<file path="config.mk">
export PLATFORM = sky130hd
export DESIGN_NAME = sdram_burst_datapath
export DESIGN_NICKNAME = d
export VERILOG_FILES = /design/src/rtl/sdp_pkg.sv /design/src/rtl/sdp_col_gen.sv /design/src/rtl/sdp_store.sv /design/src/rtl/sdp_rd_pipe.sv /design/src/rtl/sdram_burst_datapath.sv
export SDC_FILE = /design/constraint.sdc
export NUM_CORES = 1
export LEC_CHECK = 0
export BUFFER_PORTS_ARGS = -buffer_cell sky130_fd_sc_hd__buf_2
export CAP_MARGIN = 20
export CORE_ASPECT_RATIO = 0.75
export CORE_MARGIN = 2
export CORE_UTILIZATION = 35
export CTS_BUF_LIST = sky130_fd_sc_hd__clkbuf_8
export CTS_CLUSTER_SIZE = 20
export DETAILED_ROUTE_END_ITERATION = 6
export SYNTH_ARGS = -nofsm -noshare
export SYNTH_HDL_FRONTEND = slang
export SYNTH_SLANG_ARGS = --single-unit
</file>
<file path="constraint.sdc">
create_clock -name clk -period 4.4 [get_ports clk]
set_clock_uncertainty 0.05 [all_clocks]
set_input_delay 0.44 -clock clk [delete_from_list [all_inputs] [get_ports clk]]
set_output_delay 0.44 -clock clk [all_outputs]
set_load 0.01 [all_outputs]
</file>
<file path="src/rtl/sdp_pkg.sv">
package sdp_pkg;
   typedef enum logic [1:0] {
      SDP_IDLE  = 2'd0,
      SDP_READ  = 2'd1,
      SDP_WRITE = 2'd2
   } sdp_mode_e;
endpackage

</file>
<file path="src/rtl/sdp_col_gen.sv">
// Column of the current beat: wraps in the burst group or across the page.
module sdp_col_gen #(
   parameter int COL_W = 4,
   parameter int BL_W  = 2
) (
   input  logic [COL_W-1:0] base,
   input  logic [COL_W-1:0] idx,
   input  logic             full_page,
   output logic [COL_W-1:0] col
);
   logic [COL_W-1:0] lin;
   logic [COL_W-1:0] grp;

   assign lin = base + idx;

   generate
      if (BL_W == COL_W) begin : g_whole
         assign grp = lin;
      end else begin : g_part
         assign grp = {base[COL_W-1:BL_W], lin[BL_W-1:0]};
      end
   endgenerate

   assign col = full_page ? lin : grp;
endmodule

</file>
<file path="src/rtl/sdp_store.sv">
// Word array with one write port and one combinational read port.
module sdp_store #(
   parameter int DW    = 16,
   parameter int COL_W = 4
) (
   input  logic             clk,
   input  logic             rst_n,
   input  logic             we,
   input  logic [COL_W-1:0] col,
   input  logic [DW-1:0]    wdata,
   output logic [DW-1:0]    rdata
);
   localparam int DEPTH = 1 << COL_W;

   logic [DW-1:0] mem [DEPTH];

   always_ff @(posedge clk or negedge rst_n) begin
      if (!rst_n) begin
         for (int i = 0; i < DEPTH; i++) mem[i] <= '0;
      end else if (we) begin
         mem[col] <= wdata;
      end
   end

   assign rdata = mem[col];
endmodule

</file>
<file path="src/rtl/sdp_rd_pipe.sv">
// Latency pipe clocked by the internal enable; mask delay on the plain clock.
module sdp_rd_pipe #(
   parameter int DW       = 16,
   parameter int STAGES   = 3,
   parameter int MASK_LAT = 2
) (
   input  logic          clk,
   input  logic          rst_n,
   input  logic          run,
   input  logic          push,
   input  logic [DW-1:0] push_data,
   input  logic          sel_late,
   input  logic          dqm,
   output logic          oe,
   output logic [DW-1:0] data,
   output logic [DW-1:0] held_data
);
   logic          v [STAGES];
   logic [DW-1:0] d [STAGES];
   logic          m [MASK_LAT];
   logic          v_out;

   generate
      if (STAGES < 2) begin : g_bad_stages
         $error("sdp_rd_pipe: STAGES must be at least 2");
      end
      if (MASK_LAT < 1) begin : g_bad_mask
         $error("sdp_rd_pipe: MASK_LAT must be at least 1");
      end

      for (genvar i = 0; i < STAGES; i++) begin : g_stage
         if (i == 0) begin : g_head
            always_ff @(posedge clk or negedge rst_n) begin
               if (!rst_n) begin
                  v[0] <= 1'b0;
                  d[0] <= '0;
               end else if (run) begin
                  v[0] <= push;
                  d[0] <= push_data;
               end
            end
         end else begin : g_body
            always_ff @(posedge clk or negedge rst_n) begin
               if (!rst_n) begin
                  v[i] <= 1'b0;
                  d[i] <= '0;
               end else if (run) begin
                  v[i] <= v[i-1];
                  d[i] <= d[i-1];
               end
            end
         end
      end

      for (genvar j = 0; j < MASK_LAT; j++) begin : g_mask
         if (j == 0) begin : g_m0
            always_ff @(posedge clk or negedge rst_n) begin
               if (!rst_n) m[0] <= 1'b0;
               else        m[0] <= dqm;
            end
         end else begin : g_mn
            always_ff @(posedge clk or negedge rst_n) begin
               if (!rst_n) m[j] <= 1'b0;
               else        m[j] <= m[j-1];
            end
         end
      end
   endgenerate

   assign v_out     = sel_late ? v[STAGES-1] : v[STAGES-2];
   assign held_data = sel_late ? d[STAGES-1] : d[STAGES-2];
   assign oe        = v_out && !m[MASK_LAT-1];
   assign data      = oe ? held_data : '0;
endmodule

</file>
<file path="src/rtl/sdram_burst_datapath.sv">
module sdram_burst_datapath
   import sdp_pkg::*;
#(
   parameter int DW        = 16,
   parameter int COL_W     = 4,
   parameter int BURST_LEN = 4
) (
   input  logic             clk,
   input  logic             rst_n,
   input  logic             cas_lat3,
   input  logic             full_page,
   input  logic             cmd_rd,
   input  logic             cmd_wr,
   input  logic [COL_W-1:0] col_addr,
   input  logic             cke,
   input  logic             dqm,
   input  logic [DW-1:0]    wdata,
   output logic [DW-1:0]    rdata,
   output logic             rdata_oe
);
   localparam int BL_W            = $clog2(BURST_LEN);
   localparam logic [COL_W-1:0] LAST_IDX = COL_W'(BURST_LEN - 1);
   localparam int PIPE_STAGES     = 3;
   localparam int READ_MASK_LAT   = 2;

   generate
      if (BURST_LEN < 2 || (1 << BL_W) != BURST_LEN) begin : g_bad_bl
         $error("sdram_burst_datapath: BURST_LEN must be a power of two >= 2");
      end
      if (BL_W > COL_W) begin : g_bad_col
         $error("sdram_burst_datapath: burst longer than the page");
      end
      if (DW < 1) begin : g_bad_dw
         $error("sdram_burst_datapath: DW must be positive");
      end
   endgenerate

   // Internal clock enable, one edge behind cke
   logic             run;
   sdp_mode_e        mode;
   logic [COL_W-1:0] base;
   logic [COL_W-1:0] cnt;

   logic             take;
   sdp_mode_e        cur_mode;
   logic [COL_W-1:0] cur_base;
   logic [COL_W-1:0] cur_idx;
   logic             beat;
   logic [COL_W-1:0] col;
   logic             we;
   logic             push;
   logic [DW-1:0]    mem_q;
   logic [DW-1:0]    out_data;

   always_ff @(posedge clk or negedge rst_n) begin
      if (!rst_n) run <= 1'b1;
      else        run <= cke;
   end

   always_comb begin
      take     = run && (cmd_rd || cmd_wr);
      cur_mode = mode;
      cur_base = base;
      cur_idx  = cnt;
      if (take) begin
         cur_mode = cmd_rd ? SDP_READ : SDP_WRITE;
         cur_base = col_addr;
         cur_idx  = '0;
      end
      beat = run && (cur_mode != SDP_IDLE);
      we   = beat && (cur_mode == SDP_WRITE) && !dqm;
      push = beat && (cur_mode == SDP_READ);
   end

   always_ff @(posedge clk or negedge rst_n) begin
      if (!rst_n) begin
         mode <= SDP_IDLE;
         base <= '0;
         cnt  <= '0;
      end else if (beat) begin
         base <= cur_base;
         cnt  <= cur_idx + 1'b1;
         mode <= (!full_page && cur_idx == LAST_IDX) ? SDP_IDLE : cur_mode;
      end
   end

   sdp_col_gen #(.COL_W(COL_W), .BL_W(BL_W)) i_col (
      .base      (cur_base),
      .idx       (cur_idx),
      .full_page (full_page),
      .col       (col)
   );

   sdp_store #(.DW(DW), .COL_W(COL_W)) i_store (
      .clk   (clk),
      .rst_n (rst_n),
      .we    (we),
      .col   (col),
      .wdata (wdata),
      .rdata (mem_q)
   );

   sdp_rd_pipe #(.DW(DW), .STAGES(PIPE_STAGES), .MASK_LAT(READ_MASK_LAT)) i_pipe (
      .clk       (clk),
      .rst_n     (rst_n),
      .run       (run),
      .push      (push),
      .push_data (mem_q),
      .sel_late  (cas_lat3),
      .dqm       (dqm),
      .oe        (rdata_oe),
      .data      (rdata),
      .held_data (out_data)
   );
endmodule

</file>
Word level (Yosys, flattened, before mapping)
Cells that the tools add are included.
Widths: inputs -> output; s select.
Word-level totals
  register bits: 320
  bits in latches: 0
  bits in writable memories: 0
  memory bits (read-only): 0
  output and inout bits: 17
  logic and storage cells: 64
  memories kept: 0
Cells by class
  add/subtract/negate cells: 2
  $mul: 0
  div/mod/pow operators: 0
  $lt $le $gt $ge: 2
  equality and inequality tests: 3
  shifts and indexed selects: 0
  muxes and demuxes: 15
  bitwise gates (word level): 1
  reductions and logical operators: 13
Operators by type and width (number)
  $bwmux 256: 1
  $mux 16: 5
  $bmux 16 s4: 1
  $demux 16 s4: 1
  $mux 4: 3
  $logic_and 1x1->1: 8
  $mux 2: 3
  $ge 5x5->1 const B: 1
  $lt 5x1->1 const B: 1
  $not 4->5: 1
  $add 4x1->4 const B: 1
  $add 4x4->4: 1
  $eq 4x2->1 const B: 1
  $logic_not 1->1: 3
  $eq 2x1->1 const B: 1
  $eq 2x2->1 const B: 1
  $reduce_bool 2->1: 1
  $logic_or 1x1->1: 1
  $mux 1: 1

Depth between registers and ports, before layout
  word-level depth: 11
  depth in mapped cells: 16
  depth with buffers taken out: 11

Modules after synthesis
A second synthesis with hierarchy kept.
Unflattened totals
  cell total of the unflattened synthesis: 974
  area total of the unflattened synthesis: 14950.6 um^2
Modules (own cells, without submodules)
  sdp_store: instances 1, cells each 711, area an instance 11606.1 um^2
  sdp_rd_pipe: instances 1, cells each 187, area an instance 2541.2 um^2
  sdram_burst_datapath: instances 1, cells each 53, area an instance 613.1 um^2
  sdp_col_gen: instances 1, cells each 23, area an instance 190.2 um^2

Least setup slack after synthesis
Ideal clock, no wire load.
  path kind: input to register
  start: in cmd_wr
  end: reg i_store.mem[133] (netlist bit)
  setup time: 125 ps
  data arrival time: 3344 ps
  path slack: 882 ps
  cell stages on the path: 13
  cells stage by stage: buf_2 > o21a_4 > buf_2 > nand2_1 > nand2_1 > ha_1 > ha_1 > clkbuf_1 > inv_1 > nor2_1 > nand4_4 > buf_6 > mux2_2
On the way
  longest elaborated chain between the ends: 11
  elaborated cells on any way between the ends: 19
  classes of those cells: 1 x add/sub; 2 x order compare; 1 x eq/ne; 7 x mux; 1 x bitwise; 7 x reduce/logical
Ends and longest elaborated chain
  start: declaration: line sdram_burst_datapath.sv:13  | input logic cmd_wr,
  $logic_or 1x1->1 (*): line sdram_burst_datapath.sv:61  | take = run && (cmd_rd || cmd_wr);
  $logic_and 1x1->1 (*): line sdram_burst_datapath.sv:61
  $mux 4 (*): line sdram_burst_datapath.sv:65  | if (take) begin
  named net cur_base[0]: line sdram_burst_datapath.sv:46  | logic [COL_W-1:0] cur_base;
  $add 4x4->4 (*): line sdp_col_gen.sv:14  | assign lin = base + idx;
  $mux 4 (*): line sdp_col_gen.sv:24  | assign col = full_page ? lin : grp;
  $not 4->5 (implied by the code) (*): line sdp_store.sv:21  | mem[col] <= wdata;
  $ge 5x5->1 (implied by the code) / $lt 5x1->1 (equally long branches): line sdp_store.sv:21
  $logic_and 1x1->1 (implied by the code): line sdp_store.sv:21
  $mux 16 (implied by the code): line sdp_store.sv:21
  $demux 16 s4 (*): line sdp_store.sv:21
  $bwmux 256 (*): line sdp_store.sv:21
  end signal: indexed assignment: line sdp_store.sv:21
  end: declaration: line sdp_store.sv:15  | logic [DW-1:0] mem [DEPTH];
The timed path passes the listed nets; every way through them passes the cells marked *.
A chain may end at the register's enable or synchronous reset.

Final worst setup path
  start: reg run
  end: reg i_store.mem[250] (netlist bit)
On the way
  longest elaborated chain between the ends: 10
  elaborated cells on any way between the ends: 18
  classes of those cells: 1 x add/sub; 2 x order compare; 1 x eq/ne; 7 x mux; 1 x bitwise; 6 x reduce/logical
Ends and longest elaborated chain
  start: declaration: line sdram_burst_datapath.sv:39  | logic run;
  start signal: assignment: line sdram_burst_datapath.sv:57  | else run <= cke;
  $logic_and 1x1->1 (*): line sdram_burst_datapath.sv:61
  $mux 4 (*): line sdram_burst_datapath.sv:65
  named net cur_base[0]: line sdram_burst_datapath.sv:46
  $add 4x4->4 (*): line sdp_col_gen.sv:14
  $mux 4 (*): line sdp_col_gen.sv:24
  $not 4->5 (implied by the code) (*): line sdp_store.sv:21
  $ge 5x5->1 (implied by the code) / $lt 5x1->1 (equally long branches): line sdp_store.sv:21
  $logic_and 1x1->1 (implied by the code): line sdp_store.sv:21
  $mux 16 (implied by the code): line sdp_store.sv:21
  $demux 16 s4 (*): line sdp_store.sv:21
  $bwmux 256 (*): line sdp_store.sv:21
Marks and branches as above.

==> flow_metrics.py <==
metrics = {
    "run": {
        "drv_cap": 0,
    },
    "placed_design": {
        "io_buffers": 44,
        "gp_congestion": 0.775,
        "post-dp-hpwl_um": 20200,
    },
    "floorplanning": {
        "die-area_um2": 43900,
        "die_y_um": 182,
        "die_w_um": 241,
        "num_rows": 65,
        "ios": 45,
        "initial_core_util_pct": 35.3,
        "coreArea_um2": 41900,
    },
    "global_route": {
        "antenna_found_initial": 0,
        "grt_overflow": 0,
        "grt_max_degree": 117,
        "gr-usage-all-layers_pct": 15.6,
        "first_global_vias": 8741,
        "grt_pass1_wl_um": 52400,
    },
    "worst_setup_path": {
        "critPathMaxFanout": 16,
        "timing.rr.end": "i_store.mem[250]",
        "r2r_cells": 11,
        "crit_chain": "o21ai_2 -> nand2_1 -> nand2_1 -> ha_4 -> ha_4 -> a21oi_1 -> xnor2_1 -> o32a_1 -> and3_2 -> nand3_2 -> mux2_2",
        "cpPeakStageDelay_ns": 0.74,
        "cpMaxStageDelayCell": "nand3_2",
        "cp.required_ns": 4.80,
        "critPathCaptureType": "flip-flop",
        "rrSetupSlack_ns": 0.61,
        "arrival_ns": 4.19,
        "worstReg2RegStart": "run",
        "worstSetupStartpointType": "flip-flop",
        "path_class": "reg -> reg",
    },
    "sta": {
        "drv_slew": 0,
        "fin_crit_ns": 3.79,
        "max_slew_margin_pct": 40.8,
        "hold_viol_final": 0,
        "setup_viol": 0,
        "worstMarginPinSlew_ns": 0.888,
        "setup_tns_ns": 0,
        "fin_crit_sh_pct": 86.1,
        "rsz0062_at_grt": "no",
        "timing.hold.ws_ns": 0.0463,
        "clock.fmax_ghz": 0.264,
    },
    "yosys": {
        "syn_inst": 948,
        "synth.cell_area_um2": 14800,
        "avgSynthCellArea_um2": 15.6,
        "synth_enable_flop_cells": 0,
        "syn-num-nets": 978,
        "synth_seq_cells": 320,
        "ys.flop_type": "dfrtp_1",
        "ys_types": 52,
        "ys_seq_area_share_pct": 54.2,
        "synthArstFlopShare_pct": 100,
        "yosys_warnings": 0,
    },
    "layout": {
        "final_cell_mix": "dfrtp_1 (319), mux2_2 (280), clkbuf_8 (65), mux4_2 (64), mux2i_1 (50)",
        "n_antenna_cell": 0,
        "postLayoutCoreUtil_pct": 39.8,
        "layout.nets": 1030,
        "area_delta_synth_final_pct": 12.8,
        "drive_above_1_share_pct": 50.2,
        "layout_commonest_cell": "dfrtp_1",
        "num-fill-cells": 3880,
    },
    "power_and_ir_drop": {
        "p_sw_w": 0.00284,
        "p_comb_share_pct": 26.9,
        "power_density_nw_per_um2": 576,
        "seqPwrFrac_pct": 46.5,
        "p_clk_share_pct": 26.6,
        "p_int_w": 0.00677,
        "p_sw_share_pct": 29.5,
        "leakage_nw": 7.90,
        "ir_drop_mv": 0.204,
    },
    "hold_path": {
        "holdPathStages": 3,
        "hold_class": "in -> reg",
        "hold_path_end": "base[1]",
        "hold_start": "col_addr[1]",
    },
    "clock_network": {
        "clock_latency_ns": 0.59,
        "clockRootBuffer": "clkbuf_8",
        "ctsLongestPathBuffers": 3,
        "hold_buffers": 4,
        "cts_tree": "yes",
        "clkTransAtPathRegs_ns": 0.06,
        "cts_buffers": 51,
        "cts_resized": 0,
        "cts.sinks": 320,
        "postCtsSetupBuffers": 0,
        "h-tree-depth": 2,
    },
    "drt": {
        "wl_per_cell_um": 20.6,
        "via_per_inst": 5.13,
        "drt_pass1_iterations": 4,
        "vias": 8262,
        "drc": 0,
        "final_antenna_net_count": 0,
        "drtIter0Drc": 495,
        "wirelength_um": 33200,
    },
    "run_status": {
        "status": "finished clean",
    },
}
-- synth_stat cells (3+ instances only) --
cell type | number | share of area [%]
nand2_1 | 34 | 0.86
dfrtp_1 | 319 | 54
buf_6 | 12 | 0.91
mux2_4 | 10 | 1.0
mux2i_1 | 50 | 3.4
nand3_1 | 3 | 0.10
mux2_2 | 280 | 21
mux4_2 | 64 | 9.8
buf_2 | 17 | 0.58
nor3_1 | 3 | 0.10
inv_1 | 8 | 0.20
o21ai_0 | 9 | 0.30
nor4_4 | 7 | 1.0
nor2_1 | 24 | 0.61
clkbuf_1 | 40 | 1.0
o221ai_1 | 16 | 0.95
a21oi_1 | 5 | 0.17
nand4_4 | 4 | 0.58
-- metal layers --
layer	wire, um	track usage, %	vias up
li1	-	-	3644
met1	15900	22.6	4389
met2	14900	23.9	177
met3	1790	3.01	52
met4	588	4.22	0
met5	0	0	-
-- worst max-delay path: cells and delay by family, from the launching register on --
family / cells / cell delay, ns
compound gates: 3 / 0.48
xor+xnor: 1 / 0.17
fa+ha+maj: 2 / 0.35
flops: 1 / 0.55
mux: 1 / 0.52
simple gates: 4 / 1.50
-- worst max-delay path by stage --
stage	from	endpoint	slack [ns]
after floorplan	cmd_wr	i_store.mem[133]	0.88
after global placement	cmd_rd	i_store.mem[255]	0.42
after detailed placement	cmd_rd	i_store.mem[255]	0.43
after CTS	run	i_store.mem[250]	0.62
after global routing	run	i_store.mem[228]	0.40
final	run	i_store.mem[250]	0.61
-- logic make-up after synthesis --
logic type	after synthesis	synth area share, %
flip-flops	320	54.2
AO/OA/AOI/OAI	46	2.71
XOR/XNOR	3	0.178
multiplexers	405	35.6
buffers and inverters	83	3.02
AND/OR/NAND/NOR	89	4.17
adder cells (fa/ha/maj)	2	0.169
-- final cells by class --
class                   count  area [um^2]  area share [%]
clock inverters            28          144           0.863
multi-input cells         545         6360            38.1
clock buffers              65          895            5.37
flip-flops and latches    320         8010            48.1
inverters                   9         33.8           0.203
well taps                 569          712            4.27
repair buffers             73          518            3.11
-- power groups by stage --
stage | logic (W) | clock network [W] | registers [W]
after floorplan | 0.00210 | 0 | 0.00426
after global placement | 0.00256 | 0 | 0.00448
after detailed placement | 0.00261 | 0 | 0.00451
after CTS | 0.00262 | 0.00263 | 0.00446
after global routing | 0.00281 | 0.00277 | 0.00458
final | 0.00258 | 0.00255 | 0.00447
-- sequential cells by signal, summed over array words and instances (netlist names) --
signal,count
run,1
i_pipe.v,3
mode,2
base,4
i_pipe.m,2
cnt,4
i_pipe.d,48
i_store.mem,256
-- stage by stage --
stage	instance area, um^2	total power [W]	setup slack, ns	instances
2_1_floorplan	14800	0.00636	0.882	948
3_3_place_gp	15600	0.00704	0.418	1511
3_5_place_dp	15600	0.00712	0.432	1511
4_1_cts	16700	0.00971	0.623	1608
5_1_grt	16700	0.0102	0.395	1609
6_report	16700	0.00960	0.609	1609
(Power assumes the default switching activity.)
